### src/rtl/fcmd_pkg.sv
package fcmd_pkg;
   // bit positions inside the delayed command word that the decode stage claims
   localparam int unsigned FC_RST_BIT  = 0;
   localparam int unsigned FC_SNAP_BIT = 1;
endpackage

### src/rtl/fcmd_dly_bit.sv
module fcmd_dly_bit #(
   parameter int unsigned MAX_DLY = 16,
   localparam int unsigned SEL_W  = (MAX_DLY > 1) ? $clog2(MAX_DLY) : 1
) (
   input  logic             clk,
   input  logic             rst_n,
   input  logic [SEL_W-1:0] sel,
   input  logic             din,
   output logic             dout
);
   generate
      if (MAX_DLY < 1) begin : g_bad
         $error("fcmd_dly_bit: MAX_DLY must be at least 1");
      end else if (MAX_DLY == 1) begin : g_wire
         assign dout = din;
      end else begin : g_line
         logic [MAX_DLY-2:0] stage;
         logic [MAX_DLY-1:0] tap;

         assign tap  = {stage, din};
         assign dout = tap[sel];

         always_ff @(posedge clk or negedge rst_n) begin
            if (!rst_n) stage <= '0;
            else        stage <= tap[MAX_DLY-2:0];
         end

         // one stage of history per crossing
         assert_shift_R4: assert property (@(posedge clk) disable iff (!rst_n)
            1'b1 |=> stage[0] == $past(din));
      end
   endgenerate
endmodule

### src/rtl/fcmd_filter.sv
module fcmd_filter
   import fcmd_pkg::*;
#(
   parameter int unsigned CMD_W = 24
) (
   input  logic [CMD_W-1:0] dly_word,
   output logic             bx_load,
   output logic             snap_req,
   output logic [CMD_W-1:0] spec_cmd
);
   generate
      if (CMD_W <= FC_SNAP_BIT || CMD_W <= FC_RST_BIT) begin : g_bad
         $error("fcmd_filter: command word too narrow for decoded bits");
      end
   endgenerate

   always_comb begin
      bx_load  = dly_word[FC_RST_BIT];
      snap_req = dly_word[FC_SNAP_BIT];
      spec_cmd = dly_word;
      spec_cmd[FC_RST_BIT]  = 1'b0;
      spec_cmd[FC_SNAP_BIT] = 1'b0;
   end
endmodule

### src/rtl/fcmd_bx_counter.sv
module fcmd_bx_counter #(
   parameter int unsigned BX_W      = 12,
   parameter int unsigned BX_PERIOD = 3564,
   localparam logic [BX_W-1:0] BX_LAST = BX_W'(BX_PERIOD - 1)
) (
   input  logic            clk,
   input  logic            rst_n,
   input  logic            load,
   input  logic [BX_W-1:0] preset,
   output logic [BX_W-1:0] bxid
);
   generate
      if (BX_PERIOD < 2 || BX_PERIOD > (1 << BX_W)) begin : g_bad
         $error("fcmd_bx_counter: BX_PERIOD does not fit BX_W");
      end
   endgenerate

   always_ff @(posedge clk or negedge rst_n) begin
      if (!rst_n)                bxid <= '0;
      else if (load)             bxid <= preset;
      else if (bxid == BX_LAST)  bxid <= '0;
      else                       bxid <= bxid + 1'b1;
   end

   assert_step_R2: assert property (@(posedge clk) disable iff (!rst_n)
      (!load && bxid != BX_LAST) |=> bxid == BX_W'($past(bxid) + 1'b1));
   assert_wrap_R2: assert property (@(posedge clk) disable iff (!rst_n)
      (!load && bxid == BX_LAST) |=> bxid == '0);
   assert_load_R3: assert property (@(posedge clk) disable iff (!rst_n)
      load |=> bxid == $past(preset));
   assert_preset_wins_R5: assert property (@(posedge clk) disable iff (!rst_n)
      (load && bxid == BX_LAST && preset != '0) |=> bxid != '0);
endmodule

### src/rtl/fcmd_snap.sv
module fcmd_snap #(
   parameter int unsigned BX_W  = 12,
   parameter int unsigned CMD_W = 24
) (
   input  logic             clk,
   input  logic             rst_n,
   input  logic             req,
   input  logic             rd,
   input  logic [BX_W-1:0]  bxid_in,
   input  logic [CMD_W-1:0] word_in,
   output logic             valid,
   output logic [BX_W-1:0]  held_bxid,
   output logic [CMD_W-1:0] held_word
);
   always_ff @(posedge clk or negedge rst_n) begin
      if (!rst_n) begin
         valid     <= 1'b0;
         held_bxid <= '0;
         held_word <= '0;
      end else if (req && !valid) begin
         valid     <= 1'b1;
         held_bxid <= bxid_in;
         held_word <= word_in;
      end else if (rd) begin
         valid     <= 1'b0;
      end
   end

   assert_capture_R7: assert property (@(posedge clk) disable iff (!rst_n)
      (req && !valid) |=> valid && held_bxid == $past(bxid_in) && held_word == $past(word_in));
   assert_hold_R8: assert property (@(posedge clk) disable iff (!rst_n)
      (valid && !rd) |=> valid && $stable(held_bxid) && $stable(held_word));
   assert_release_R8: assert property (@(posedge clk) disable iff (!rst_n)
      (valid && rd) |=> !valid);
endmodule

### src/rtl/fcmd_bxid_sync.sv
module fcmd_bxid_sync
   import fcmd_pkg::*;
#(
   parameter int unsigned CMD_W     = 24,
   parameter int unsigned MAX_DLY   = 16,
   parameter int unsigned BX_W      = 12,
   parameter int unsigned BX_PERIOD = 3564,
   localparam int unsigned DLY_W    = (MAX_DLY > 1) ? $clog2(MAX_DLY) : 1
) (
   input  logic                   clk,
   input  logic                   rst_n,
   input  logic [CMD_W-1:0]       cmd_in,
   input  logic [CMD_W*DLY_W-1:0] dly_cfg,
   input  logic [BX_W-1:0]        bx_preset,
   input  logic                   snap_rd,
   output logic [BX_W-1:0]        bxid,
   output logic [CMD_W-1:0]       spec_cmd,
   output logic                   snap_valid,
   output logic [BX_W-1:0]        snap_bxid,
   output logic [CMD_W-1:0]       snap_cmd
);
   generate
      if (MAX_DLY > 1 && (1 << DLY_W) != MAX_DLY) begin : g_bad_dly
         $error("fcmd_bxid_sync: MAX_DLY must be a power of two");
      end
   endgenerate

   logic [CMD_W-1:0] dly_word;
   logic             bx_load;
   logic             snap_req;

   for (genvar b = 0; b < CMD_W; b++) begin : g_bit
      fcmd_dly_bit #(.MAX_DLY(MAX_DLY)) u_dly (
         .clk  (clk),
         .rst_n(rst_n),
         .sel  (dly_cfg[b*DLY_W +: DLY_W]),
         .din  (cmd_in[b]),
         .dout (dly_word[b])
      );
   end

   fcmd_filter #(.CMD_W(CMD_W)) u_filter (
      .dly_word(dly_word),
      .bx_load (bx_load),
      .snap_req(snap_req),
      .spec_cmd(spec_cmd)
   );

   fcmd_bx_counter #(.BX_W(BX_W), .BX_PERIOD(BX_PERIOD)) u_cnt (
      .clk   (clk),
      .rst_n (rst_n),
      .load  (bx_load),
      .preset(bx_preset),
      .bxid  (bxid)
   );

   fcmd_snap #(.BX_W(BX_W), .CMD_W(CMD_W)) u_snap (
      .clk      (clk),
      .rst_n    (rst_n),
      .req      (snap_req),
      .rd       (snap_rd),
      .bxid_in  (bxid),
      .word_in  (dly_word),
      .valid    (snap_valid),
      .held_bxid(snap_bxid),
      .held_word(snap_cmd)
   );

   // decoded positions never leak onto the special-command output
   assert_mask_R6: assert property (@(posedge clk) disable iff (!rst_n)
      spec_cmd[FC_RST_BIT] == 1'b0 && spec_cmd[FC_SNAP_BIT] == 1'b0);
   // reset state visible during reset
   always_comb begin
      if (!rst_n) assert_rst_state_R1: assert (bxid == '0 && !snap_valid) else ;
   end
endmodule

### config.mk
export PLATFORM = sky130hd
export DESIGN_NAME = fcmd_bxid_sync
export DESIGN_NICKNAME = d
export VERILOG_FILES = /design/src/rtl/fcmd_pkg.sv /design/src/rtl/fcmd_dly_bit.sv /design/src/rtl/fcmd_filter.sv /design/src/rtl/fcmd_bx_counter.sv /design/src/rtl/fcmd_snap.sv /design/src/rtl/fcmd_bxid_sync.sv
export SDC_FILE = /design/constraint.sdc
export NUM_CORES = 1
export LEC_CHECK = 0
export ABC_AREA = 1
export BUFFER_PORTS_ARGS = -buffer_cell sky130_fd_sc_hd__buf_2
export CORE_ASPECT_RATIO = 0.75
export CORE_MARGIN = 4
export CORE_UTILIZATION = 52
export DETAILED_ROUTE_END_ITERATION = 10
export GPL_ROUTABILITY_DRIVEN = 0
export MAX_ROUTING_LAYER = met4
export PLACE_DENSITY = 0.75
export SLEW_MARGIN = 25
export SYNTH_ARGS = -nofsm -noshare
export SYNTH_HDL_FRONTEND = slang
export SYNTH_HIERARCHICAL = 1
export SYNTH_SLANG_ARGS = --single-unit
### constraint.sdc
create_clock -name clk -period 1.5 [get_ports clk]
set_clock_uncertainty 0.05 [all_clocks]
set_input_delay 0.075 -clock clk [delete_from_list [all_inputs] [get_ports clk]]
set_output_delay 0.075 -clock clk [all_outputs]
set_load 0.005 [all_outputs]
Word-level counts from Yosys, hierarchy flattened
Index checks and enable logic that the tools add are counted.
Storage, ports and cells
  memories kept: 0
  logic and storage cells: 109
  memory bits (read-only): 0
  latch bits: 0
  input bits: 135
  register bits after elaboration: 409
  memory bits (writable): 0
Cells by class
  multiplexer cells: 52
  div/mod/pow operators: 0
  equal/unequal tests: 1
  $add $sub $neg: 1
  bitwise gates (word level): 0
  reduce and logical (&&, ||, !) cells: 3
  shifts and indexed selects: 0
  multiply operators: 0
  $lt $le $gt $ge: 24
Operator list (number)
  < comparator 4 x 5 -> 1 bit (second input constant): 24
  binary-select mux 1 bit (select 4 bit): 24
  2-to-1 mux 1 bit: 26
  2-to-1 mux 12 bit: 2
  adder 12 x 1 -> 12 bit (second input constant): 1
  equality test 12 bit (second input constant): 1
  nonzero test 2 bit: 1
  logical AND 1 bit: 1
  logical NOT 1 bit: 1

Logic depth before layout (Yosys ltp)
  word-level depth: 4
  gate-level depth with buffers: 14
  depth with buffers taken out: 12

Cells and area by module
Netlist, hierarchy kept.
By module, submodules not included
  fcmd_dly_bit: times used 24, seq. area each 375.4 µm², area each 603.1 µm², cells each 65
  fcmd_snap: times used 1, seq. area each 925.9 µm², area each 1567.8 µm², cells each 159
  fcmd_bx_counter: times used 1, seq. area each 300.3 µm², area each 725.7 µm², cells each 100
  fcmd_filter: times used 1, seq. area each 0.0 µm², area each 198.9 µm², cells each 27

Worst setup path after synthesis
No wires, ideal clock.
  path type: reg2reg
  start: reg g_bit[1].u_dly.g_line.stage[6]
  end: reg u_snap.valid
  cell stages (with the launch flop): 12
  setup slack: 74 ps
  arrival: 1250 ps
  cells stage by stage: dfrtp_1 -> inv_1 -> nand2_1 -> nand3_1 -> nand3_1 -> nand3_1 -> nand2_1 -> buf_4 -> buf_6 -> nand2_8 -> buf_6 -> o21ai_0
Between the ends
  cells in the longest elaborated chain, start to end: 4
RTL lines
  from (decl): RTL line fcmd_dly_bit.sv:17  | logic [MAX_DLY-2:0] stage;
  from (signal assigned): RTL line fcmd_dly_bit.sv:25  | else stage <= tap[MAX_DLY-2:0];
  binary-select mux 1 bit (select 4 bit) *: RTL line fcmd_dly_bit.sv:21  | assign dout = tap[sel];
  2-to-1 mux 1 bit (implied by the code) *: RTL line fcmd_dly_bit.sv:21
  via dly_word[1]: RTL line fcmd_bxid_sync.sv:28  | logic [CMD_W-1:0] dly_word;
  logical AND 1 bit *: RTL line fcmd_snap.sv:20  | end else if (req && !valid) begin
  2-to-1 mux 1 bit or nonzero test 2 bit (tied branches)
  to (signal assigned): RTL line fcmd_snap.sv:17  | valid <= 1'b0;
  to (signal assigned): RTL line fcmd_snap.sv:21  | valid <= 1'b1;
  to (signal assigned): RTL line fcmd_snap.sv:25  | valid <= 1'b0;
  to (decl): RTL line fcmd_snap.sv:11  | output logic valid,
The timed path passes the listed nets; every way through them passes the cells marked *. The select of a mux whose other input is x is not followed.
A chain may end at the register's enable or synchronous reset.

Final worst setup path
  start: reg g_bit[19].u_dly.g_line.stage[6]
  end: out spec_cmd[19]
Between the ends
  cells in the longest elaborated chain, start to end: 2
RTL lines
  from (decl): RTL line fcmd_dly_bit.sv:17
  from (signal assigned): RTL line fcmd_dly_bit.sv:25
  binary-select mux 1 bit (select 4 bit): RTL line fcmd_dly_bit.sv:21
  2-to-1 mux 1 bit (implied by the code): RTL line fcmd_dly_bit.sv:21
  to (decl): RTL line fcmd_bxid_sync.sv:17  | output logic [CMD_W-1:0] spec_cmd,
No other way between the ends. The select of a mux whose other input is x is not followed.

==> flow_summary.rst <==
.. list-table::
   :header-rows: 1

   * - Metric
     - Value
   * - Fraction of the yosys area taken by sequential cells
     - 60.3%
   * - Leakage power
     - 0.0119 uW
   * - Power Density
     - 1230 nW/um^2
   * - Final critical path time including I/O delays and setup
     - 1.64 ns
   * - Number of distinct library cell variants in the gate-level netlist after synthesis
     - 26
   * - RSZ-0062 raised after global routing
     - yes
   * - Area fraction of the dominant cell type after synthesis
     - 60.3%
   * - Fraction of registers with async set/reset
     - 100%
   * - Number of nets in the final layout
     - 2371
   * - Peak clock frequency supported by timing
     - 610 MHz
   * - First-pass GRT wire length
     - 60800 um
   * - Place WS
     - 0.0571 ns
   * - Cell breakdown of the critical path
     - inv_1, nand2_1, nand3_1, nand3_1, nand3_1, nand2_2, buf_2
   * - Count of vias placed by the detailed router
     - 13000
   * - Clock latency on the worst-skew pair
     - 0.53 ns
   * - WL/cell
     - 14.6 um
   * - Post-Place Cell Area
     - 18300 um^2
   * - Leading area contributor after synthesis
     - sky130_fd_sc_hd__dfrtp_1
   * - Number of global-route vias before repair
     - 12500
   * - Violated checks
     - setup timing
   * - Number of buffer and inverter stages on the critical path
     - 2
   * - Number of H-tree levels
     - 2
   * - Standard cell core area
     - 31700 um^2
   * - Maximum fanout along the worst path
     - 2
   * - Final period util
     - 109%
   * - Number of maximum-capacitance constraint violations
     - 0
   * - Number of DRC markers in iteration 0
     - 951
   * - Layout Area Growth over Synthesis
     - 27.8%
   * - Count of port buffers added during placement
     - 205
   * - Synthesized flop and latch total
     - 409
   * - Cell type group with the largest total delay on the critical path
     - simple AND/OR/NAND/NOR gates
   * - Leading register cell type out of synthesis
     - sky130_fd_sc_hd__dfrtp_1
   * - Min Hold Slack
     - 0.0233 ns
   * - Global route total overflow
     - 0
   * - Worst path most repeated cell
     - sky130_fd_sc_hd__nand3_1
   * - Via count normalized by instance count
     - 4.80
   * - Overall routing resource usage
     - 21.5%
   * - TritonCTS Sinks
     - 409
   * - Detailed placement HPWL
     - 24500 um
   * - Vertical die dimension
     - 164 um
   * - Mean instance size in the synthesized netlist
     - 9.19 um^2
   * - Count of endpoints failing setup in the final report
     - 22
   * - Number of hold-slack violations in the final timing report
     - 0
   * - Clock-pin slew on the worst setup and hold paths
     - 0.06 ns
   * - Pin count of the biggest net entering global routing
     - 81
   * - Netlist area before placement
     - 17000 um^2
   * - Critical Path Start Type
     - flop
   * - Kind of capture point of the worst setup path
     - output pin
   * - Number of I/O pins
     - 208
   * - Router iterations before antenna repair
     - 5
   * - Total wire length
     - 39500 um
   * - Finished layout cell area
     - 21700 um^2
   * - Yosys warns
     - 6
   * - Fin util
     - 68.3%
   * - Slowest stage delay, CP
     - 0.37 ns
   * - DRC violation count after routing
     - 0
   * - Highest-count cells in the layout ignoring fill and taps
     - 466 x sky130_fd_sc_hd__nand2_1, 409 x sky130_fd_sc_hd__dfrtp_1, 321 x sky130_fd_sc_hd__inv_1
   * - # rows
     - 56
   * - Worst Setup Path Type
     - reg2out
   * - Antenna violations before repair
     - 4
   * - Crit path arrival time
     - 1.52 ns
   * - Peak VDD IR
     - 0.000955 V
   * - Die extent in x
     - 217 um
   * - Number of max-slew violations in the final report
     - 0
   * - Post-Synthesis Cells
     - 1846
   * - Fraction of layout cells with a size suffix above 1
     - 32.0%
   * - Die Area
     - 35600 um^2
   * - Critical path's slowest cell
     - sky130_fd_sc_hd__dfrtp_1
   * - Max clock buf depth
     - 3
   * - Ranking of synthesized cells by area
     - sky130_fd_sc_hd__dfrtp_1 60%, sky130_fd_sc_hd__nand2_1 11%, sky130_fd_sc_hd__nand3_1 9.7%
   * - CTS Root Cell
     - sky130_fd_sc_hd__clkbuf_16
   * - Final critical-path setup slack
     - -0.140 ns
   * - TritonCTS clock tree
     - done
   * - Starting Density
     - 53.5%
   * - Endpoint required time on the critical path
     - 1.37 ns
   * - EDFF count, synth
     - 0
   * - Hold Crit Class
     - in2reg
   * - Total clock buffers created by CTS
     - 40
   * - Most common cell after layout, fill and taps aside
     - sky130_fd_sc_hd__nand2_1
   * - Number of nets still failing antenna checks after routing
     - 0
   * - Run status
     - complete, but fails checks
## sequential cells by signal, summed over array words and instances, names as in the netlist
register and count:
g_bit.u_dly/g_line.stage 360, u_cnt/bxid 12, u_snap/held_bxid 12, u_snap/held_word 24
u_snap/valid 1
## path summary, 6_finish.rpt
| path | start | end | slack (ns) | depth (start not counted) |
|---|---|---|---|---|
| setup / recovery | g_bit[19].u_dly/g_line.stage[6]$_DFF_PN0_ | spec_cmd[19] | -0.14 | 7 |
| hold / removal | dly_cfg[10] | u_snap/held_word[2]$_DFFE_PN0P_ | 0.02 | 6 |
| setup reg to reg | g_bit[1].u_dly/g_line.stage[10]$_DFF_PN0_ | u_snap/held_word[18]$_DFFE_PN0P_ | 0.02 | 10 |
| hold reg to reg | g_bit[3].u_dly/g_line.stage[0]$_DFF_PN0_ | g_bit[3].u_dly/g_line.stage[1]$_DFF_PN0_ | 0.31 | 0 |
| max in group asynchronous | rst_n | g_bit[11].u_dly/g_line.stage[2]$_DFF_PN0_ | 0.12 | 4 |
| min in group asynchronous | rst_n | g_bit[21].u_dly/g_line.stage[14]$_DFF_PN0_ | 0.52 | 3 |
## report_power, final
group / switching, uW / total, uW / internal, uW
logic: 2630 / 4570 / 1940
clock network: 4010 / 9540 / 5530
registers: 642 / 12700 / 12000
total: 7280 / 26800 / 19500
## Yosys cell counts (2+ instances only)
cell / number
sky130_fd_sc_hd__nand3_1: 328
sky130_fd_sc_hd__nand4_1: 2
sky130_fd_sc_hd__buf_6: 28
sky130_fd_sc_hd__buf_12: 3
sky130_fd_sc_hd__inv_8: 24
sky130_fd_sc_hd__nor2_1: 7
sky130_fd_sc_hd__inv_2: 50
sky130_fd_sc_hd__nand2_2: 100
sky130_fd_sc_hd__inv_1: 322
sky130_fd_sc_hd__nand3_2: 4
sky130_fd_sc_hd__xnor2_1: 3
sky130_fd_sc_hd__buf_4: 29
sky130_fd_sc_hd__o21ai_0: 8
sky130_fd_sc_hd__nand2_1: 516
sky130_fd_sc_hd__o21ai_2: 3
sky130_fd_sc_hd__dfrtp_1: 409
## repair_timing
| item | CTS | global route |
|---|---|---|
| resized for setup | 24 | 136 |
| hold endpoints to repair | 460 | 0 |
| gates cloned | 0 | 5 |
| setup endpoints to repair | 22 | 63 |
| buffers inserted | 77 | 29 |
| hold buffers | 60 | 0 |
| pin swaps | 162 | 96 |
## final cells by class
class | count | area [um^2]
multi-input cells | 982 | 5090
repair buffers | 405 | 2900
diodes | 4 | 10.0
clock inverters | 9 | 77.6
fillers | 2340 | 10100
flip-flops and latches | 409 | 10200
clock buffers | 59 | 1160
well taps | 435 | 544
inverters | 397 | 1670
## per-layer routing
metal	global-route usage, %	wire, um
met5	-	0
met4	6.60	983
met3	4.41	2760
met2	33.0	18300
met1	29.3	17500
## tightest hold or removal path, stage by stage
cell                      delay, ns
sky130_fd_sc_hd__buf_2         0.12
sky130_fd_sc_hd__nand3_2       0.08
sky130_fd_sc_hd__nand3_2       0.08
sky130_fd_sc_hd__nand2_4       0.07
sky130_fd_sc_hd__nand3_1       0.08
sky130_fd_sc_hd__nand2_1       0.05
## cell families (layout without fill, tap and decap cells)
| group | Yosys count | count (layout) | share of synthesized area, % |
|---|---|---|---|
| AOI/OAI and AO/OA | 11 | 11 | 0.391 |
| DFF | 409 | 409 | 60.3 |
| buffers and inverters | 459 | 870 | 13.5 |
| xor gates and xnor gates | 4 | 4 | 0.207 |
| other | 1 | 6 | 0.0221 |
| and+or+nand+nor | 961 | 964 | 25.5 |
| adders and majority gates | 1 | 1 | 0.0737 |
## metrics by stage
stage,total power [uW],cells,TNS (ns)
after floorplan,14800,1847,0
after global placement,16300,2460,0
after detailed placement,16400,2460,0
after CTS,26500,2665,-2.45
after global routing,28200,2700,-5.51
final,26800,2700,-2.09
Power figures use the tool's default switching activity.
